===== config.mk =====
export PLATFORM = sky130hd
export DESIGN_NAME = pfc_gate_ctrl
export DESIGN_NICKNAME = d
export VERILOG_FILES = /design/src/rtl/pfc_gate_pkg.sv /design/src/rtl/pfc_zcd_edge.sv /design/src/rtl/pfc_cycle_timer.sv /design/src/rtl/pfc_gate_ctrl.sv
export SDC_FILE = /design/constraint.sdc
export NUM_CORES = 1
export LEC_CHECK = 0
export CAP_MARGIN = 15
export CORE_UTILIZATION = 40
export CTS_CLUSTER_SIZE = 12
export DETAILED_ROUTE_END_ITERATION = 12
export HOLD_SLACK_MARGIN = 0.02
export MAX_ROUTING_LAYER = met4
export PLACE_DENSITY = 0.64
export SLEW_MARGIN = 20
export SYNTH_ARGS = -nofsm -noshare
export SYNTH_HDL_FRONTEND = slang
export SYNTH_SLANG_ARGS = --single-unit

===== constraint.sdc =====
create_clock -name clk -period 2.1 [get_ports clk]
set_input_delay 0.21 -clock clk [delete_from_list [all_inputs] [get_ports clk]]
set_output_delay 0.21 -clock clk [all_outputs]
set_load 0.02 [all_outputs]

===== src/rtl/pfc_gate_pkg.sv =====
package pfc_gate_pkg;
   // Counter width able to hold values 0..lim
   function automatic int unsigned cnt_width(input int unsigned lim);
      return (lim < 2) ? 1 : $clog2(lim + 1);
   endfunction

   typedef enum logic [1:0] {
      STOP_NONE = 2'd0,
      STOP_SAT  = 2'd1,
      STOP_OVP  = 2'd2,
      STOP_DIS  = 2'd3
   } stop_cause_e;
endpackage


===== src/rtl/pfc_zcd_edge.sv =====
module pfc_zcd_edge #(
   parameter int unsigned SYNC_STAGES = 0
) (
   input  logic clk,
   input  logic rst_n,
   input  logic zcd_i,
   output logic fall_o
);
   logic zcd_s;
   logic zcd_q;

   generate
      if (SYNC_STAGES == 0) begin : g_direct
         assign zcd_s = zcd_i;
      end else begin : g_sync
         logic [SYNC_STAGES-1:0] chain;
         always_ff @(posedge clk or negedge rst_n) begin
            if (!rst_n) chain <= '0;
            else        chain <= {chain[SYNC_STAGES-2:0], zcd_i};
         end
         assign zcd_s = chain[SYNC_STAGES-1];
      end
   endgenerate

   always_ff @(posedge clk or negedge rst_n) begin
      if (!rst_n) zcd_q <= 1'b0;
      else        zcd_q <= zcd_s;
   end

   assign fall_o = zcd_q & ~zcd_s;
endmodule


===== src/rtl/pfc_cycle_timer.sv =====
module pfc_cycle_timer #(
   parameter int unsigned LIMIT = 10
) (
   input  logic clk,
   input  logic rst_n,
   input  logic clr_i,
   output logic done_o
);
   localparam int unsigned W = pfc_gate_pkg::cnt_width(LIMIT);
   localparam logic [W-1:0] LIM = W'(LIMIT);

   logic [W-1:0] cnt;

   always_ff @(posedge clk or negedge rst_n) begin
      if (!rst_n)          cnt <= '0;
      else if (clr_i)      cnt <= '0;
      else if (cnt != LIM) cnt <= cnt + 1'b1;
   end

   assign done_o = (cnt == LIM);
endmodule


===== src/rtl/pfc_gate_ctrl.sv =====
module pfc_gate_ctrl #(
   parameter int unsigned BLANK_CYC   = 20,
   parameter int unsigned START_CYC   = 6667,
   parameter int unsigned MAXON_CYC   = 2500,
   parameter int unsigned SYNC_STAGES = 0
) (
   input  logic clk,
   input  logic rst_n,
   input  logic en_i,
   input  logic zcd_i,
   input  logic cs_trip_i,
   input  logic cs_sat_i,
   input  logic ovp_i,
   output logic gate_o
);
   import pfc_gate_pkg::*;

   generate
      if (MAXON_CYC <= BLANK_CYC + 1) begin : g_bad_maxon
         $error("MAXON_CYC must exceed BLANK_CYC+1");
      end
      if (START_CYC <= MAXON_CYC) begin : g_bad_start
         $error("START_CYC must exceed MAXON_CYC");
      end
      if (SYNC_STAGES == 1) begin : g_bad_sync
         $error("SYNC_STAGES must be 0 or at least 2");
      end
   endgenerate

   logic        zcd_fall;
   logic        blank_done;
   logic        maxon_done;
   logic        start_done;
   logic        turn_on;
   logic        turn_off;
   logic        gate_q;
   stop_cause_e stop;

   always_comb begin
      if (!en_i)         stop = STOP_DIS;
      else if (ovp_i)    stop = STOP_OVP;
      else if (cs_sat_i) stop = STOP_SAT;
      else               stop = STOP_NONE;
   end

   pfc_zcd_edge #(.SYNC_STAGES(SYNC_STAGES)) u_edge (
      .clk(clk), .rst_n(rst_n), .zcd_i(zcd_i), .fall_o(zcd_fall));

   pfc_cycle_timer #(.LIMIT(BLANK_CYC)) u_blank (
      .clk(clk), .rst_n(rst_n), .clr_i(turn_on), .done_o(blank_done));

   pfc_cycle_timer #(.LIMIT(MAXON_CYC - 1)) u_maxon (
      .clk(clk), .rst_n(rst_n), .clr_i(turn_on), .done_o(maxon_done));

   pfc_cycle_timer #(.LIMIT(START_CYC - 1)) u_start (
      .clk(clk), .rst_n(rst_n), .clr_i(turn_on), .done_o(start_done));

   assign turn_on  = !gate_q && (stop == STOP_NONE) && (zcd_fall || start_done);
   assign turn_off = gate_q && ((stop != STOP_NONE) || (blank_done && cs_trip_i) || maxon_done);

   always_ff @(posedge clk or negedge rst_n) begin
      if (!rst_n)        gate_q <= 1'b0;
      else if (turn_on)  gate_q <= 1'b1;
      else if (turn_off) gate_q <= 1'b0;
   end

   assign gate_o = gate_q;
endmodule


Yosys cells after proc, flatten, opt, wreduce, memory -nomap -nowiden
Index checks and enable logic that the tools add are counted.
{"block": "op_classes", "n_addsub": 3, "n_eq_ne": 6, "mux": 11, "n_bitwise": 2, "reduce_logical": 14}
{"cell": "13-bit 2-to-1 mux", "n": 2}
{"cell": "12-bit 2-to-1 mux", "n": 2}
{"cell": "13-bit by 1-bit adder with 13-bit output (second input constant)", "n": 1}
{"cell": "13-bit == test (second input constant)", "n": 1}
{"cell": "13-bit inequality test (second input constant)", "n": 1}
{"cell": "12-bit by 1-bit adder with 12-bit output (second input constant)", "n": 1}
{"cell": "12-bit == test (second input constant)", "n": 1}
{"cell": "12-bit inequality test (second input constant)", "n": 1}
{"cell": "5-bit 2-to-1 mux", "n": 2}
{"cell": "2-bit nonzero test", "n": 5}
{"cell": "5-bit by 1-bit adder with 5-bit output (second input constant)", "n": 1}
{"cell": "5-bit == test (second input constant)", "n": 1}
{"cell": "5-bit inequality test (second input constant)", "n": 1}
{"cell": "1-bit logical AND", "n": 4}
{"cell": "2-bit 2-to-1 mux", "n": 2}
{"cell": "1-bit logical OR", "n": 3}
{"cell": "1-bit 2-to-1 mux", "n": 3}
{"cell": "2-bit zero test", "n": 1}
{"cell": "1-bit AND", "n": 1}
{"cell": "1-bit zero test", "n": 1}
{"cell": "1-bit inverter", "n": 1}
{"block": "word_totals", "ff_bits": 32, "out_inout_bits": 1, "word_cells": 41}

Longest topological paths before layout
{"block": "logic_depth", "word_depth": 9, "ltp_mapped": 8, "mapped_depth_nobuf": 6}

By module
Synthesis repeated with hierarchy kept, for this count alone.
{"block": "hier_totals", "hier_cells": 176, "hier_area_um2": 1771.7}
{"mod": "pfc_cycle_timer at u_start", "instances": 1, "cells_per_inst": 74, "area_each_um2": 705.7, "seq_area_each_um2": 325.3}
{"mod": "pfc_cycle_timer at u_maxon", "instances": 1, "cells_per_inst": 64, "area_each_um2": 644.4, "seq_area_each_um2": 300.3}
{"mod": "pfc_cycle_timer at u_blank", "instances": 1, "cells_per_inst": 28, "area_each_um2": 317.8, "seq_area_each_um2": 125.1}
{"mod": "pfc_gate_ctrl", "instances": 1, "cells_per_inst": 8, "area_each_um2": 65.1, "seq_area_each_um2": 25.0}
{"mod": "pfc_zcd_edge", "instances": 1, "cells_per_inst": 2, "area_each_um2": 38.8, "seq_area_each_um2": 25.0}

Worst setup path before layout
OpenSTA, ideal clock, no wires.
{"block": "synth_timing", "kind": "register to register", "from": "register u_start.cnt[0]", "to": "register u_blank.cnt[4]", "arrival_time_ns": 1.630, "required_ns": 1.979, "path_slack_ns": 0.349, "path_stages_with_launch": 9, "n_path_buf": 2, "period_less_slack_ns": 1.751, "cell_sequence": "dfrtp_1 -> inv_1 -> ha_1 -> nor4bb_1 -> nand3_1 -> a21oi_1 -> buf_2 -> buf_2 -> nor2_1"}
{"block": "synth_between", "elab_chain_cells": 4}
{"element": "from (decl)", "line": "pfc_cycle_timer.sv:12", "text": "logic [W-1:0] cnt;"}
{"element": "from (signal assigned)", "line": "pfc_cycle_timer.sv:17", "text": "else if (cnt != LIM) cnt <= cnt + 1'b1;"}
{"element": "13-bit == test *", "line": "pfc_cycle_timer.sv:20", "text": "assign done_o = (cnt == LIM);"}
{"element": "1-bit logical OR *", "line": "pfc_gate_ctrl.sv:58", "text": "assign turn_on = !gate_q && (stop == STOP_NONE) && (zcd_fall || start_done);"}
{"element": "1-bit logical AND *", "line": "pfc_gate_ctrl.sv:58"}
{"element": "5-bit 2-to-1 mux or 2-bit nonzero test (tied branches)"}
{"element": "to (signal assigned)", "line": "pfc_cycle_timer.sv:17"}
{"element": "to (decl)", "line": "pfc_cycle_timer.sv:12"}
Mark *: on every way between the ends. The rest lies on a longest branch, timed or not.
A chain may end at the register's enable or synchronous reset.

Worst setup path in the final report
{"block": "layout_timing", "from": "register u_maxon.cnt[0]", "to": "register u_maxon.cnt[0]"}
{"block": "layout_between", "elab_chain_cells": 3}
{"element": "from (decl)", "line": "pfc_cycle_timer.sv:12"}
{"element": "from (signal assigned)", "line": "pfc_cycle_timer.sv:17"}
{"element": "12-bit by 1-bit adder with 12-bit output", "line": "pfc_cycle_timer.sv:17"}
{"element": "12-bit 2-to-1 mux", "line": "pfc_cycle_timer.sv:17"}
{"element": "12-bit 2-to-1 mux", "line": "pfc_cycle_timer.sv:16", "text": "else if (clr_i) cnt <= '0;"}
Parallel ways exist; a longest one is shown, timed or not. The select of a mux whose other input is x is not followed.

==> results.txt <==
The run finished with clean final reports. The worst path in the final design needs a cycle of 1.86 ns, including I/O delays and setup. Summed over all nets, wire length on met3 after detailed routing comes to 117 um. Summed over all instances, the cell type with the most area after synthesis is dfrtp_1.

Entering global routing, the biggest net connects 33 pins. In the finished design, the share of the clock period the worst path needs comes to 88.5%. At the pin with the least slew margin, the transition time is 0.415 ns. The part of the power in registers is 48.2%. After synthesis, the cell types taking the most area are dfrtp_1, xnor2_1, nor2_1.

The number of iterations in the first detailed-routing pass is 4. After global routing the overflow that remains totals 0. The logs give 2 for the maximum clock path buffer count and 0.241 ns for the post-route worst setup slack. TritonCTS built the clock tree.

By area, the combinational part of the netlist is dominated by simple AND/OR/NAND/NOR gates. The first global-routing pass estimated 5.42 mm of wire. The largest fanout of any net on the critical path is 5. The arrival time of the worst setup path is 2.02 ns, and the number of port buffers is 7.

The critical path goes through ha_1, or4bb_1, or3_1, xnor2_1, nor2_1. The global placer's final weighted congestion came out at 0.784. Across the routed clock network, the largest skew measured is 0.00992 ns.

In this run the standard cell core region covers 3740 um2. The synthesized netlist devotes 3.53% of its cell area to compound gates. In the synthesized netlist, the number of instances is 164.

The commonest cells after synthesis are dfrtp_1, nor2_1, xnor2_1, nand3_1, nor3_1. The tools report the internal power of the cells as 1.58 mW. Setup repair after global routing left no endpoint under its margin.

The repair_antennas step left the layout with diodes totalling 0. After Yosys synthesis, XOR and XNOR cells account for 12.6% of the synthesized area. Max-cap violations in this run came to 0. The count of different cell masters after synthesis came out at 28. The share of post-route cells with drive strength above 1 was 6.78%; the vertical die dimension was 65.1 um. The average instance in the mapped netlist occupies 9.72 um2. The H-tree generated during clock tree synthesis spans 2 levels. The tools report the post-detailed-route DRC marker count as 0. After clock tree synthesis, the flow added hold-fix buffers numbering 0.

Via count of the first global-routing pass: 1203. Routed signal wires occupy layers up through met4. The final-report hold violation count was 0. The Yosys step of the flow raised 0 warnings.

The die covers 4240 um2. The switching part of the total was 33.5%. The number of sinks handled by clock tree synthesis is 32. In this run, synthesis inferred 0 flip-flops with an integrated enable. Clock-pin slew was measured on the worst setup and hold paths at 0.07 ns. For the number of setup violations in the final report, the log shows 0. The tools report the starting density of the core as 42.6%. The total global routing track utilization came out at 17.8%. STA classifies the critical path endpoint as a register. The basic-gate share of the synthesized area counting and, or, nand and nor cells came out at 26.0%. Kind of critical path: register to register. The worst setup timing slack at the placement stage was 0.284 ns; the highest cell delay on the worst timing path was 0.45 ns.

Measured against its own limit, the worst slew margin works out to 72.0%. The switching component of the power came out at 796 uW. The clock network burns 26.9% of the power. The analysis attributes to cell leakage a power of 0.791 nW. Number of slew-limit violations in the final report: 0. In the post-synthesis netlist, the cell with the most instances is dfrtp_1. The classification of the worst-slack hold path was input pin to async pin. The floorplan has 22 rows.

The power density over the cells works out to 1270 nW/um2. Number of buffers inserted during clock tree synthesis: 5. The worst setup path is launched from a register. Among all stages on the critical path, the largest delay is contributed by or3_1. 8 I/O pins were placed. The number of nets handed over by synthesis was 176.

Among all flip-flop cells after synthesis, the most frequent one is dfrtp_1. Number of antenna violations at the first check in global routing: 0. VDD sags by at most 0.773 mV. Multiplexer cells account for 0.628% of the synthesized area. The growth of design area from synthesis to finish is 16.9%. Wires add up to 2.95 mm. The top-area cell type share of the netlist area came out at 50.2%. The share of synthesized flip-flops with an asynchronous set or reset is 100%, and the vias per cell is 5.30.

After detailed routing, the met2 layer carries 1.40 mm of wire. The share of the Yosys chip area taken by registers is 50.2%. The tools report the cell chosen for the clock root as clkbuf_8. The tools report the sum of routed wire segments on met1 as 1.36 mm. The detail route stage leaves a number of antenna-violating nets equal to 0.

The logs give 2.26 ns for the data required time of the critical path and 24.9% for the relative contribution of combinational cells to total power. Synthesis inferred 32 register bits. The tools report the insertion delay to the later sink of the worst-skew pair as 0.29 ns. For the final routed database, the setup TNS stands at 0 ns.

After the first detailed-routing iteration, the DRC count stood at 71. The post-DP HPWL is 2.04 mm, and the post-synthesis instance area is 1590 um2. Of the total synthesized cell area, the portion taken by full adders, half adders and majority gates is 3.92%. Derived from the worst setup path, the maximum achievable clock frequency is 0.538 GHz. The total of cells resized after clock tree synthesis came out at 0.

The number of setup buffers added after CTS was 0; the horizontal die dimension was 65.1 um. The run gives 188 as the final net count. Detailed routing inserted a total of 1192 vias.

After detailed routing, the average wire length per cell comes to 13.1 um.
-- final timing paths --
check                                            start                           to  slack, ns  cells past startpoint
setup / recovery            u_maxon.cnt[0]$_DFFE_PN0P_   u_maxon.cnt[0]$_DFFE_PN0P_       0.24                      5
max in group asynchronous                        rst_n   u_maxon.cnt[3]$_DFFE_PN0P_       1.48                      2
setup reg to reg            u_maxon.cnt[0]$_DFFE_PN0P_   u_maxon.cnt[0]$_DFFE_PN0P_       0.24                      5
hold reg to reg            u_start.cnt[12]$_DFFE_PN0P_  u_start.cnt[12]$_DFFE_PN0P_       0.55                      2
hold / removal                                   rst_n       u_edge.zcd_q$_DFF_PN0_       0.32                      2
min in group clk                                 zcd_i       u_edge.zcd_q$_DFF_PN0_       0.39                      1
-- cell type report --
type                       count  area (um2)
timing repair buffer           9        97.6
clock inverter                 1        30.0
clock buffer                   7        96.3
tap                           48        60.1
fill                         362        1880
sequential                    32         801
inverter                       8        30.0
multi-input combinational    120         748
-- power groups by stage --
stage               Clock [mW]  Combinational [mW]  Sequential [mW]
global placement             0               0.556             1.13
CTS                      0.656               0.599             1.14
finish                   0.639               0.591             1.15
floorplan                    0               0.477             1.08
detailed placement           0               0.595             1.15
global route             0.686               0.704             1.19
-- critical path: cells and delay by family, from the launching register on --
| family | cells | cell delay (ns) |
|---|---|---|
| flops | 1 | 0.42 |
| xor+xnor | 1 | 0.20 |
| simple gates | 3 | 0.90 |
| fa+ha+maj | 1 | 0.23 |
-- through the flow --
step           util [%]  instances  hold WS [ns]  power [mW]  instance area (um2)
2_1_floorplan         -        164       -0.0856        1.55                 1590
3_3_place_gp       46.4        217         0.536        1.68                 1740
3_5_place_dp       46.4        217         0.547        1.74                 1740
4_1_cts            49.8        225         0.328        2.39                 1860
5_1_grt            49.8        225         0.347        2.58                 1860
6_report           49.8        225         0.320        2.37                 1860
-- cell usage in the layout, fill, tap and decap left out, drive strengths merged, types with 2 or more instances in the layout --
cell	count
dfrtp	32
nor2	28
xnor2	16
nand3	13
nor3	10
inv	8
nand2	8
xor2	7
clkbuf	7
clkdlybuf4s50	7
a21oi	6
ha	5
nand4	4
nand2b	3
nand3b	3
nor4bb	2
and3	2
nor4	2
o22ai	2
buf	2
-- kinds of logic (layout without fill, tap and decap cells) --
logic type,after synthesis,count (layout)
buffers and inverters,12,25
adders and majority gates,5,5
and+or+nand+nor,81,81
DFF,32,32
xor gates and xnor gates,23,23
AOI/OAI and AO/OA,10,10
muxes,1,1
-- registers in the layout, indices dropped and copies added, names as in the netlist --
register,flops
u_edge.zcd_q,1
gate_o,1
u_start.cnt,13
u_blank.cnt,5
u_maxon.cnt,12
-- metal layers --
layer | vias to the layer above | global-route usage (%)
met3 | 9 | 6.60
met1 | 585 | 21.4
li1 | 582 | -
met4 | 0 | 7.88
met2 | 16 | 26.7
met5 | - | -
(Power assumes the default switching activity.)
